==> src/rtl/sysclk_pkg.sv <==
package sysclk_pkg;

    localparam int SRC_W   = 4;
    localparam int MODE_W  = 3;
    localparam int NUM_SRC = 5;

    localparam logic [SRC_W-1:0] SRC_IRC      = 4'd0;
    localparam logic [SRC_W-1:0] SRC_IRC_DIV  = 4'd1;
    localparam logic [SRC_W-1:0] SRC_XOSC     = 4'd2;
    localparam logic [SRC_W-1:0] SRC_XOSC_DIV = 4'd3;
    localparam logic [SRC_W-1:0] SRC_PLL      = 4'd4;
    localparam logic [SRC_W-1:0] SRC_OFF      = 4'd15;

    localparam logic [MODE_W-1:0] MD_TEST    = 3'd1;
    localparam logic [MODE_W-1:0] MD_STOP    = 3'd6;
    localparam logic [MODE_W-1:0] MD_STANDBY = 3'd7;

    typedef enum logic {
        ST_IDLE = 1'b0,
        ST_WAIT = 1'b1
    } sw_state_e;

    typedef struct packed {
        logic [SRC_W-1:0]  src;
        logic [MODE_W-1:0] mode;
    } clk_req_t;

    function automatic logic req_is_legal(input clk_req_t r);
        if (r.mode == MD_STANDBY)
            return 1'b1;
        if (r.src <= SRC_PLL)
            return 1'b1;
        if (r.src == SRC_OFF)
            return (r.mode == MD_STOP) || (r.mode == MD_TEST);
        return 1'b0;
    endfunction

    function automatic logic src_is_stable(input logic [SRC_W-1:0] s,
                                           input logic irc,
                                           input logic xosc,
                                           input logic pll);
        case (s)
            SRC_IRC, SRC_IRC_DIV:   return irc;
            SRC_XOSC, SRC_XOSC_DIV: return xosc;
            SRC_PLL:                return pll;
            default:                return 1'b1;
        endcase
    endfunction

endpackage

==> src/rtl/sysclk_req_filter.sv <==
module sysclk_req_filter
    import sysclk_pkg::*;
(
    input  logic     req_valid,
    input  clk_req_t req,
    output logic     accept
);
    always_comb begin
        accept = req_valid && req_is_legal(req);
    end
endmodule

==> src/rtl/sysclk_ready_eval.sv <==
module sysclk_ready_eval
    import sysclk_pkg::*;
(
    input  clk_req_t act,
    input  logic     need_on,
    input  logic     irc_stable,
    input  logic     xosc_stable,
    input  logic     pll_stable,
    input  logic     src_on_done,
    input  logic     pll_on_done,
    input  logic     periph_off_done,
    output logic     ready
);
    logic target_ok;
    logic on_ok;
    logic pll_ok;

    always_comb begin
        target_ok = src_is_stable(act.src, irc_stable, xosc_stable, pll_stable);
        on_ok     = !need_on || src_on_done;
        pll_ok    = (act.src != SRC_PLL) || pll_on_done;
        if (act.mode == MD_STANDBY)
            ready = 1'b1;
        else
            ready = periph_off_done && target_ok && on_ok && pll_ok;
    end
endmodule

==> src/rtl/sysclk_sel_decode.sv <==
module sysclk_sel_decode
    import sysclk_pkg::*;
#(
    parameter int N_SRC = NUM_SRC
) (
    input  logic [SRC_W-1:0] cur_src,
    input  logic             stby,
    output logic [N_SRC-1:0] sel
);
    for (genvar i = 0; i < N_SRC; i++) begin : g_sel
        assign sel[i] = !stby && (cur_src == SRC_W'(i));
    end
endmodule

==> src/rtl/sysclk_switch_ctrl.sv <==
module sysclk_switch_ctrl
    import sysclk_pkg::*;
(
    input  logic               clk,
    input  logic               rst,
    input  logic               req_valid,
    input  logic [SRC_W-1:0]   req_src,
    input  logic [MODE_W-1:0]  req_mode,
    input  logic               irc_stable,
    input  logic               xosc_stable,
    input  logic               pll_stable,
    input  logic               src_on_done,
    input  logic               pll_on_done,
    input  logic               periph_off_done,
    output logic [SRC_W-1:0]   cur_src,
    output logic [NUM_SRC-1:0] src_sel,
    output logic               busy
);
    clk_req_t   req_in;
    clk_req_t   act_q;
    clk_req_t   pend_q;
    logic       pend_v_q;
    logic       need_on_q;
    logic       stby_q;
    sw_state_e  state_q;
    logic       accept;
    logic       ready;
    logic       req_need_on;
    logic       pend_need_on;

    assign req_in = '{src: req_src, mode: req_mode};
    assign busy   = (state_q == ST_WAIT);

    // A source whose stable flag is low when the request is taken up
    // must first be brought up by the switch-on process.
    assign req_need_on  = !src_is_stable(req_src, irc_stable, xosc_stable, pll_stable);
    assign pend_need_on = !src_is_stable(pend_q.src, irc_stable, xosc_stable, pll_stable);

    sysclk_req_filter u_filter (
        .req_valid (req_valid),
        .req       (req_in),
        .accept    (accept)
    );

    sysclk_ready_eval u_ready (
        .act             (act_q),
        .need_on         (need_on_q),
        .irc_stable      (irc_stable),
        .xosc_stable     (xosc_stable),
        .pll_stable      (pll_stable),
        .src_on_done     (src_on_done),
        .pll_on_done     (pll_on_done),
        .periph_off_done (periph_off_done),
        .ready           (ready)
    );

    sysclk_sel_decode #(.N_SRC(NUM_SRC)) u_sel (
        .cur_src (cur_src),
        .stby    (stby_q),
        .sel     (src_sel)
    );

    always_ff @(posedge clk) begin
        if (rst) begin
            state_q   <= ST_IDLE;
            act_q     <= '0;
            pend_q    <= '0;
            pend_v_q  <= 1'b0;
            need_on_q <= 1'b0;
            stby_q    <= 1'b0;
            cur_src   <= SRC_IRC;
        end else if (state_q == ST_IDLE) begin
            if (accept) begin
                act_q     <= req_in;
                need_on_q <= req_need_on;
                state_q   <= ST_WAIT;
            end
        end else if (ready) begin
            if (act_q.mode == MD_STANDBY) begin
                stby_q <= 1'b1;
            end else begin
                cur_src <= act_q.src;
                stby_q  <= 1'b0;
            end
            if (pend_v_q) begin
                act_q     <= pend_q;
                need_on_q <= pend_need_on;
                pend_v_q  <= accept;
                if (accept)
                    pend_q <= req_in;
            end else if (accept) begin
                act_q     <= req_in;
                need_on_q <= req_need_on;
            end else begin
                state_q <= ST_IDLE;
            end
        end else if (accept) begin
            pend_q   <= req_in;
            pend_v_q <= 1'b1;
        end
    end

    // reset state
    assert_reset_state_R1: assert property (@(posedge clk)
        rst |=> (cur_src == SRC_IRC) && !busy);

    // internal RC codes only adopted when that oscillator was stable
    assert_irc_stable_R2: assert property (@(posedge clk) disable iff (rst)
        (cur_src != $past(cur_src)) && (cur_src == SRC_IRC || cur_src == SRC_IRC_DIV)
        |-> $past(irc_stable));

    // crystal codes only adopted when the crystal was stable
    assert_xosc_stable_R3: assert property (@(posedge clk) disable iff (rst)
        (cur_src != $past(cur_src)) && (cur_src == SRC_XOSC || cur_src == SRC_XOSC_DIV)
        |-> $past(xosc_stable));

    // PLL adopted only with lock and switch-on handshake
    assert_pll_ready_R4: assert property (@(posedge clk) disable iff (rst)
        (cur_src != $past(cur_src)) && (cur_src == SRC_PLL)
        |-> $past(pll_stable && pll_on_done));

    // no switch without the peripheral disable handshake
    assert_periph_done_R5: assert property (@(posedge clk) disable iff (rst)
        (cur_src != $past(cur_src)) |-> $past(periph_off_done));

    // status frozen while waiting
    assert_hold_while_wait_R7: assert property (@(posedge clk) disable iff (rst)
        (busy && !ready) |=> $stable(cur_src));

    // reserved codes never start a switch
    assert_reserved_ignored_R11: assert property (@(posedge clk) disable iff (rst)
        (!busy && req_valid && req_mode != MD_STANDBY && req_src > SRC_PLL && req_src < SRC_OFF)
        |=> !busy && $stable(cur_src));

    // standby forces every select low
    assert_standby_gate_R12: assert property (@(posedge clk) disable iff (rst)
        (busy && ready && act_q.mode == MD_STANDBY) |=> (src_sel == '0));

endmodule

==> config.mk <==
export PLATFORM = sky130hd
export DESIGN_NAME = sysclk_switch_ctrl
export DESIGN_NICKNAME = d
export VERILOG_FILES = /design/src/rtl/sysclk_pkg.sv /design/src/rtl/sysclk_req_filter.sv /design/src/rtl/sysclk_ready_eval.sv /design/src/rtl/sysclk_sel_decode.sv /design/src/rtl/sysclk_switch_ctrl.sv
export SDC_FILE = /design/constraint.sdc
export NUM_CORES = 1
export LEC_CHECK = 0
export BUFFER_PORTS_ARGS = -buffer_cell sky130_fd_sc_hd__buf_4
export CAP_MARGIN = 5
export CELL_PAD_IN_SITES_DETAIL_PLACEMENT = 1
export CELL_PAD_IN_SITES_GLOBAL_PLACEMENT = 2
export CORE_MARGIN = 8
export CORE_UTILIZATION = 31
export CTS_CLUSTER_SIZE = 25
export DETAILED_ROUTE_END_ITERATION = 8
export PLACE_DENSITY_LB_ADDON = 0.1
export SYNTH_ARGS = -nofsm -noshare
export SYNTH_HDL_FRONTEND = slang
export SYNTH_SLANG_ARGS = --single-unit
export TNS_END_PERCENT = 20
==> constraint.sdc <==
create_clock -name clk -period 2.05 [get_ports clk]
set_input_delay 0.205 -clock clk [delete_from_list [all_inputs] [get_ports clk]]
set_output_delay 0.205 -clock clk [all_outputs]
set_load 0.005 [all_outputs]
==> results.md, run 1 <==
* Status: completed
* GRT Overall Usage at 0.109
* Worst min path class: in2reg
* I/O Buffers at 25
* Min Tclk post-route at 1.91 ns
* Path type of the worst setup path: reg2reg
* Clock skew at 0.00205 ns
* Worst-Margin Slew at 0.694 ns
* Via count at 1167
* RR Startpoint: act_q[6]$_SDFFE_PP0P_
* First-pass GRT wire length at 5680 um
* Critical-path maximum fanout at 13
* Most frequent cell after synthesis: nand2b_1
* Prevailing post-synth register cell: dfxtp_1
* Starting DRT DRC Count at 41
* Clock share of power at 0.331
* Number of synthesized register bits at 22
* Worst setup SP type: flop
* WL/cell at 15.5 um
* Unrepaired setup endpoints after global routing: false
* Number of antenna violations at the first check in global routing at 0
* Largest net degree at the start of global routing at 34
* Fillers at 474
* Comb power frac at 0.181
* Vias per cell at 5.16
* Drt first pass iters at 4
* WP data required at 2.18 ns
* Routability cong. at 0.752
* Crit. End Element: flop
* Post-synth net total at 166
* Vias in the first global route at 1186
* Initial core utilization at 0.322
* EDFF count, synth at 0
* Number of cell rows at 23
* Yosys cell types at 36
* Chip width at 80.2 um
* # nets final at 193
* Post-synth top area share at 0.345
* Reg2reg end: act_q[3]$_SDFFE_PP0P_
* Post-route setup TNS at 0 ns
* Antenna cells at 0
* Worst setup endpoint: act_q[3]$_SDFFE_PP0P_
* I/O pin total at 26
* Power density over the cells at 592 nW/um^2
* Clock tree buffer depth at 2
* H-tree levels at 1
* Clock transition at path regs at 0.08 ns
* Total wire length at 3510 um
* Slew headroom at 0.534
* Core Footprint at 3970 um^2
* Hold Path Origin: req_mode[2]
* CTS buffer count at 3
* Die height at 80.2 um
* Period utilization at 0.933
* Top cells by area, synth: dfxtp_1 (34%), nand2b_1 (12%), mux2i_1 (8.6%)
* Int Power at 698 uW
* Clock Sinks at 22
* Area growth, synth to finish at 24.7%
* Dpl hpwl at 2760 um
* Reg2reg path depth at 5
* Die area at 6430 um^2
* Drt drc at 0
* Clock root cell: clkbuf_8
* Proportion of layout cells with a drive suffix above 1 at 0.239
* Detail Route Antenna Nets at 0
* Clock Latency Late Sink at 0.26 ns
* Final setup viols at 0
* Synth warn at 0
* Worst Path Arrival at 2.04 ns
* Total gr overflow at 0
* Mapped Avg Cell Area at 8.52 um^2
* Asr flop ratio synth at 0
* Critical path origin: act_q[6]$_SDFFE_PP0P_
* Seq/Total Area, Yosys at 0.345
* Dpl cell area at 1540 um^2
* Commonest cells in the netlist: nand2b_1 (24), dfxtp_1 (22), nor2_1 (13), nand2_1 (12), mux2i_1 (11)
* Max IR drop VDD at 0.255 mV
* Max-cap violation count at 0
* Final instance area at 1590 um^2
* TritonCTS clock tree: yes
* Sw Pwr at 245 uW
* Final hold vios at 0
* R2R setup slack at 0.14 ns
* Sw Ratio at 0.260
* Cell count after synthesis at 150
* Cell area after synthesis at 1280 um^2
* CTS hold repair buffers at 0
* Max Transition Viols Final at 0
* Max Fclk at 523 MHz
* Pleak at 0.601 nW
* Area leader, netlist: dfxtp_1
* Sequential power share at 0.488
==> state kept, by name, indices dropped and copies added (netlist names) <==
name       flops
need_on_q      1
cur_src        4
stby_q         1
busy           1
pend_v_q       1
act_q          7
pend_q         7
==> critical path, cell delays in order (launching register included) <==
cell and delay [ns]:
dfxtp_1 0.34, or4b_1 0.54, o2111a_1 0.19, o32a_2 0.50, nor2_1 0.16, a311oi_2 0.06
==> power groups by stage <==
stage          Sequential [mW]  Clock (mW)  Combinational [mW]
2_1_floorplan            0.465           0               0.109
3_3_place_gp             0.469           0               0.168
3_5_place_dp             0.470           0               0.173
4_1_cts                  0.460       0.324               0.173
5_1_grt                  0.463       0.343               0.187
6_report                 0.460       0.312               0.171
==> cells by family (layout without fill, tap and decap cells) <==
kind of cell,after synthesis,in the layout,share of synthesized area
multiplexers,11,11,0.0862
AO/OA/AOI/OAI,31,31,0.202
flip-flops,22,22,0.345
AND/OR/NAND/NOR,78,78,0.338
buffers and inverters,8,34,0.0294
==> layout make-up <==
class                           count  area (um^2)  area share
Sequential cell                    22          440       0.277
Clock buffer                        4         55.1      0.0346
Timing Repair Buffer               29          230       0.145
Inverter                            1         3.75     0.00236
Tap cell                           50         62.6      0.0393
Multi-Input combinational cell    120          801       0.503
==> layout by cell type, fill, tap and decap left out <==
cell type,n
buf_4,28
nand2b_1,24
dfxtp_1,22
nor2_1,13
nand2_1,12
mux2i_1,11
nor3_1,7
nand3_1,7
o21ai_0,5
a311oi_2,5
a21oi_1,4
clkbuf_8,4
nor3b_1,3
and3_1,2
or3_1,2
o21a_1,2
o32ai_1,2
o22ai_1,2
a211oi_1,2
or2b_1,2
and2b_1,1
or2_2,1
or4b_1,1
o2111a_1,1
a21o_1,1
a41o_2,1
nand4_1,1
a41oi_1,1
o21ai_1,1
nor4b_1,1
inv_1,1
o32a_2,1
o21bai_1,1
a31oi_1,1
o21ba_1,1
nor3_4,1
buf_12,1
==> how the worst min path moves through the flow <==
| stage | to | cells past startpoint | slack, ns |
|---|---|---|---|
| after floorplan | pend_q[0]$_SDFFE_PP0P_ | 2 | 0.36 |
| after global placement | pend_q[1]$_SDFFE_PP0P_ | 2 | 0.46 |
| after detailed placement | pend_q[2]$_SDFFE_PP0P_ | 2 | 0.47 |
| after CTS | pend_q[2]$_SDFFE_PP0P_ | 3 | 0.24 |
| after global routing | pend_q[2]$_SDFFE_PP0P_ | 3 | 0.24 |
| final | pend_q[2]$_SDFFE_PP0P_ | 3 | 0.24 |
==> stage by stage <==
| step | hold slack, ns | total power, mW | util | std cells | worst slack, ns |
|---|---|---|---|---|---|
| 6_report | 0.239 | 0.943 | 0.401 | 226 | 0.136 |
| 5_1_grt | 0.237 | 0.993 | 0.401 | 226 | 0.0681 |
| 4_1_cts | 0.237 | 0.957 | 0.401 | 226 | 0.0367 |
| 3_5_place_dp | 0.471 | 0.643 | 0.387 | 222 | 0.0382 |
| 3_3_place_gp | 0.462 | 0.637 | 0.387 | 222 | 0.128 |
| 2_1_floorplan | 0.360 | 0.574 | - | 150 | 0.259 |
==> what timing repair did <==
| action | 4_1_cts | 5_1_grt |
|---|---|---|
| setup buffers | 0 | 0 |
| resized for setup | 0 | 1 |
| setup endpoints to repair | 0 | 6 |
==> per-layer routing <==
metal  GRT usage  up-vias  share of wire
li1            -      595              -
met1       0.141      543           0.49
met2       0.175       27           0.45
met3      0.0290        2          0.061
met4      0.0273        0         0.0048
met5           0        -              0
Power figures use the tool's default switching activity.
==> run 2: changes to the inputs <==
- SETUP_SLACK_MARGIN: not set -> 0.2
==> run 2 against run 1 <==
Against the previous run: count of clock-buffer cells in the layout did not move; critical path depth grew 1; sequential share of layout area decreased by 0.34 points; cell area grew 1.3%; wire length up 2.2%; combinational power is 4% higher; setup slack gained 0.062 ns; via count increased by 0.94%; register-to-register slack gained 0.06 ns; critical path type unchanged; largest cell class unchanged; largest power group unchanged.
==> results.md, run 2 (same netlist as run 1, synthesis figures left out) <==
* Status: completed (unchanged)
* Pleak at 0.607 nW (was 0.601 nW)
* Number of antenna violations at the first check in global routing at 0 (unchanged)
* Comb power frac at 0.186 (was 0.181)
* Total wire length at 3590 um (was 3510 um)
* Worst Hold Slack at 0.237 ns (was 0.239 ns)
* Worst setup endpoint: pend_q[3]$_SDFFE_PP0P_ (was act_q[3]$_SDFFE_PP0P_)
* I/O pin total at 26 (unchanged)
* Worst setup SP type: flop (unchanged)
* Worst-Margin Slew at 0.438 ns (was 0.694 ns)
* Max-cap violation count at 0 (unchanged)
* Path type of the worst setup path: reg2reg (unchanged)
* Worst Path Arrival at 2.04 ns (about the same)
* Multi-input logic area at 821 um^2 (was 801 um^2)
* Routability cong. at 0.752 (unchanged)
* WP data required at 2.24 ns (was 2.18 ns)
* First-pass GRT wire length at 5750 um (was 5680 um)
* Crit-path leading delay family: simple AND/OR/NAND/NOR gates (was compound AO/OA/AOI/OAI gates)
* Critical path origin: act_q[6]$_SDFFE_PP0P_ (unchanged)
* Proportion of layout cells with a drive suffix above 1 at 0.256 (was 0.239)
* Cells after DPL at 222 (unchanged)
* Clock Latency Late Sink at 0.26 ns (about the same)
* WL/cell at 15.9 um (was 15.5 um)
* Clock root cell: clkbuf_8 (unchanged)
* Core Footprint at 3970 um^2 (unchanged)
* Buf/Inv on CP at 1 (was 0)
* Max Transition Viols Final at 0 (unchanged)
* Clock transition at path regs at 0.08 ns (about the same)
* Starting DRT DRC Count at 64 (was 41)
* Dpl hpwl at 2760 um (unchanged)
* Drt drc at 0 (unchanged)
* Fin util at 0.406 (was 0.401)
* Detail Route Antenna Nets at 0 (unchanged)
* Sw Ratio at 0.264 (was 0.260)
* Critical path cell sequence: or4b_1 -> o2111a_2 -> o21ba_1 -> nor3_4 -> buf_12 -> mux2i_1 (was or4b_1 -> o2111a_1 -> o32a_2 -> nor2_1 -> a311oi_2)
* # nets final at 193 (unchanged)
* Sequential power share at 0.483 (was 0.488)
* Die area at 6430 um^2 (unchanged)
* GRT Overall Usage at 0.111 (was 0.109)
* Pre-CTS setup slack at 0.0382 ns (unchanged)
* Clock tree buffer depth at 2 (unchanged)
* Post-route setup TNS at 0 ns (unchanged)
* Antenna cells at 0 (unchanged)
* Commonest non-fill, non-tap cells in the layout: buf_4 (28), nand2b_1 (24), dfxtp_1 (22) (unchanged)
* Max IR drop VDD at 0.255 mV (about the same)
* Worst min path class: in2reg (unchanged)
* Sequential cell area at 440 um^2 (unchanged)
* Filler-free cell count of the finished design at 226 (unchanged)
* WP depth at 6 (was 5)
* Final setup viols at 0 (unchanged)
* Max Fclk at 540 MHz (was 523 MHz)
* Via count at 1178 (was 1167)
* Number of cell rows at 23 (unchanged)
* R2R setup slack at 0.20 ns (was 0.14 ns)
* I/O Buffers at 25 (unchanged)
* Initial core utilization at 0.322 (unchanged)
* Crit. End Element: flop (unchanged)
* Min Tclk post-route at 1.85 ns (was 1.91 ns)
* Clock Sinks at 22 (unchanged)
* Drt first pass iters at 4 (unchanged)
* Total gr overflow at 0 (unchanged)
* Power density over the cells at 590 nW/um^2 (was 592 nW/um^2)
* Clock share of power at 0.331 (about the same)
* H-tree levels at 1 (unchanged)
* Unrepaired setup endpoints after global routing: true (was false)
* Most common cell after layout, fill and taps aside: buf_4 (unchanged)
* Slowest CP cell: or4b_1 (unchanged)
* TritonCTS clock tree: yes (unchanged)
* Period utilization at 0.903 (was 0.933)
* RR Startpoint: act_q[6]$_SDFFE_PP0P_ (unchanged)
* Int Power at 701 uW (was 698 uW)
* Final hold vios at 0 (unchanged)
* Slew headroom at 0.706 (was 0.534)
* CP peak stage delay at 0.54 ns (about the same)
* Vias per cell at 5.21 (was 5.16)
* Clock skew at 0.00389 ns (was 0.00205 ns)
* Final worst slack at 0.198 ns (was 0.136 ns)
* Reg2reg path depth at 6 (was 5)
* CTS buffer count at 3 (unchanged)
* Sw Pwr at 251 uW (was 245 uW)
* Vias in the first global route at 1195 (was 1186)
* Chip width at 80.2 um (unchanged)
* Largest net degree at the start of global routing at 34 (unchanged)
* Top flop regs: act_q x7, pend_q x7, cur_src x4 (unchanged)
* Critical-path maximum fanout at 7 (was 13)
* Die height at 80.2 um (unchanged)
* Fillers at 475 (was 474)
* Area growth, synth to finish at 26.2% (was 24.7%)
* Reg2reg end: pend_q[3]$_SDFFE_PP0P_ (was act_q[3]$_SDFFE_PP0P_)
-- run 2: cell types whose count changed in the layout (fill, tap and decap cells not counted) --
cell      delta
nor2_2       +1
o2111a_1     -1
o32a_4       +1
o2111a_2     +1
nor3_2       +1
nor3_1       -1
o32a_2       -1
nor2_1       -1
-- run 2: worst min path at each step --
stage                                       from                      to  slack [ns]  depth (start not counted)
after floorplan                      req_mode[0]  pend_q[0]$_SDFFE_PP0P_        0.36                          2
after global placement    pend_q[1]$_SDFFE_PP0P_  pend_q[1]$_SDFFE_PP0P_        0.46                          2
after detailed placement  pend_q[2]$_SDFFE_PP0P_  pend_q[2]$_SDFFE_PP0P_        0.47                          2
after CTS                            req_mode[2]  pend_q[2]$_SDFFE_PP0P_        0.24                          3
after global routing                 req_mode[2]  pend_q[2]$_SDFFE_PP0P_        0.24                          3
final                                req_mode[2]  pend_q[2]$_SDFFE_PP0P_        0.24                          3
-- run 2: timing repair --
action	in CTS	in global routing
setup buffers	0	0
hold buffers	0	0
endpoints found under the hold margin	0	0
pin swaps	1	0
setup endpoints to repair	12	19
resized for setup	2	3
-- run 2: cell type report --
class,count,area share
multi-input combinational,120,0.509
inverter,1,0.00233
timing repair buffer,29,0.143
clock buffer,4,0.0341
tap,50,0.0388
sequential,22,0.273
-- run 2: power by group through the flow --
stage / Combinational [mW] / Clock, mW / Sequential (mW)
after CTS: 0.176 / 0.324 / 0.460
after floorplan: 0.109 / 0 / 0.465
final: 0.177 / 0.315 / 0.460
after detailed placement: 0.173 / 0 / 0.470
after global placement: 0.168 / 0 / 0.469
after global routing: 0.194 / 0.343 / 0.463
-- run 2: metal layers --
layer  up-vias  global-route usage  part of all wire  wire length, um
li1        595                   -                 -                -
met1       553               0.144              0.48             1710
met2        28               0.175              0.46             1660
met3         2              0.0290             0.059              211
met4         0              0.0273            0.0047               17
met5         -                   0                 0                0
-- run 2: per-stage QoR --
step,cell area [um^2],total power [mW]
finish,1610,0.952
global route,1610,0.999
CTS,1600,0.961
detailed placement,1540,0.643
global placement,1540,0.637
floorplan,1280,0.574
-- run 2: worst min-delay path, delay by kind of cell --
family	cells	cell delay, ns
buf+inv	1	0.13
mux	1	0.06
simple gates	1	0.06
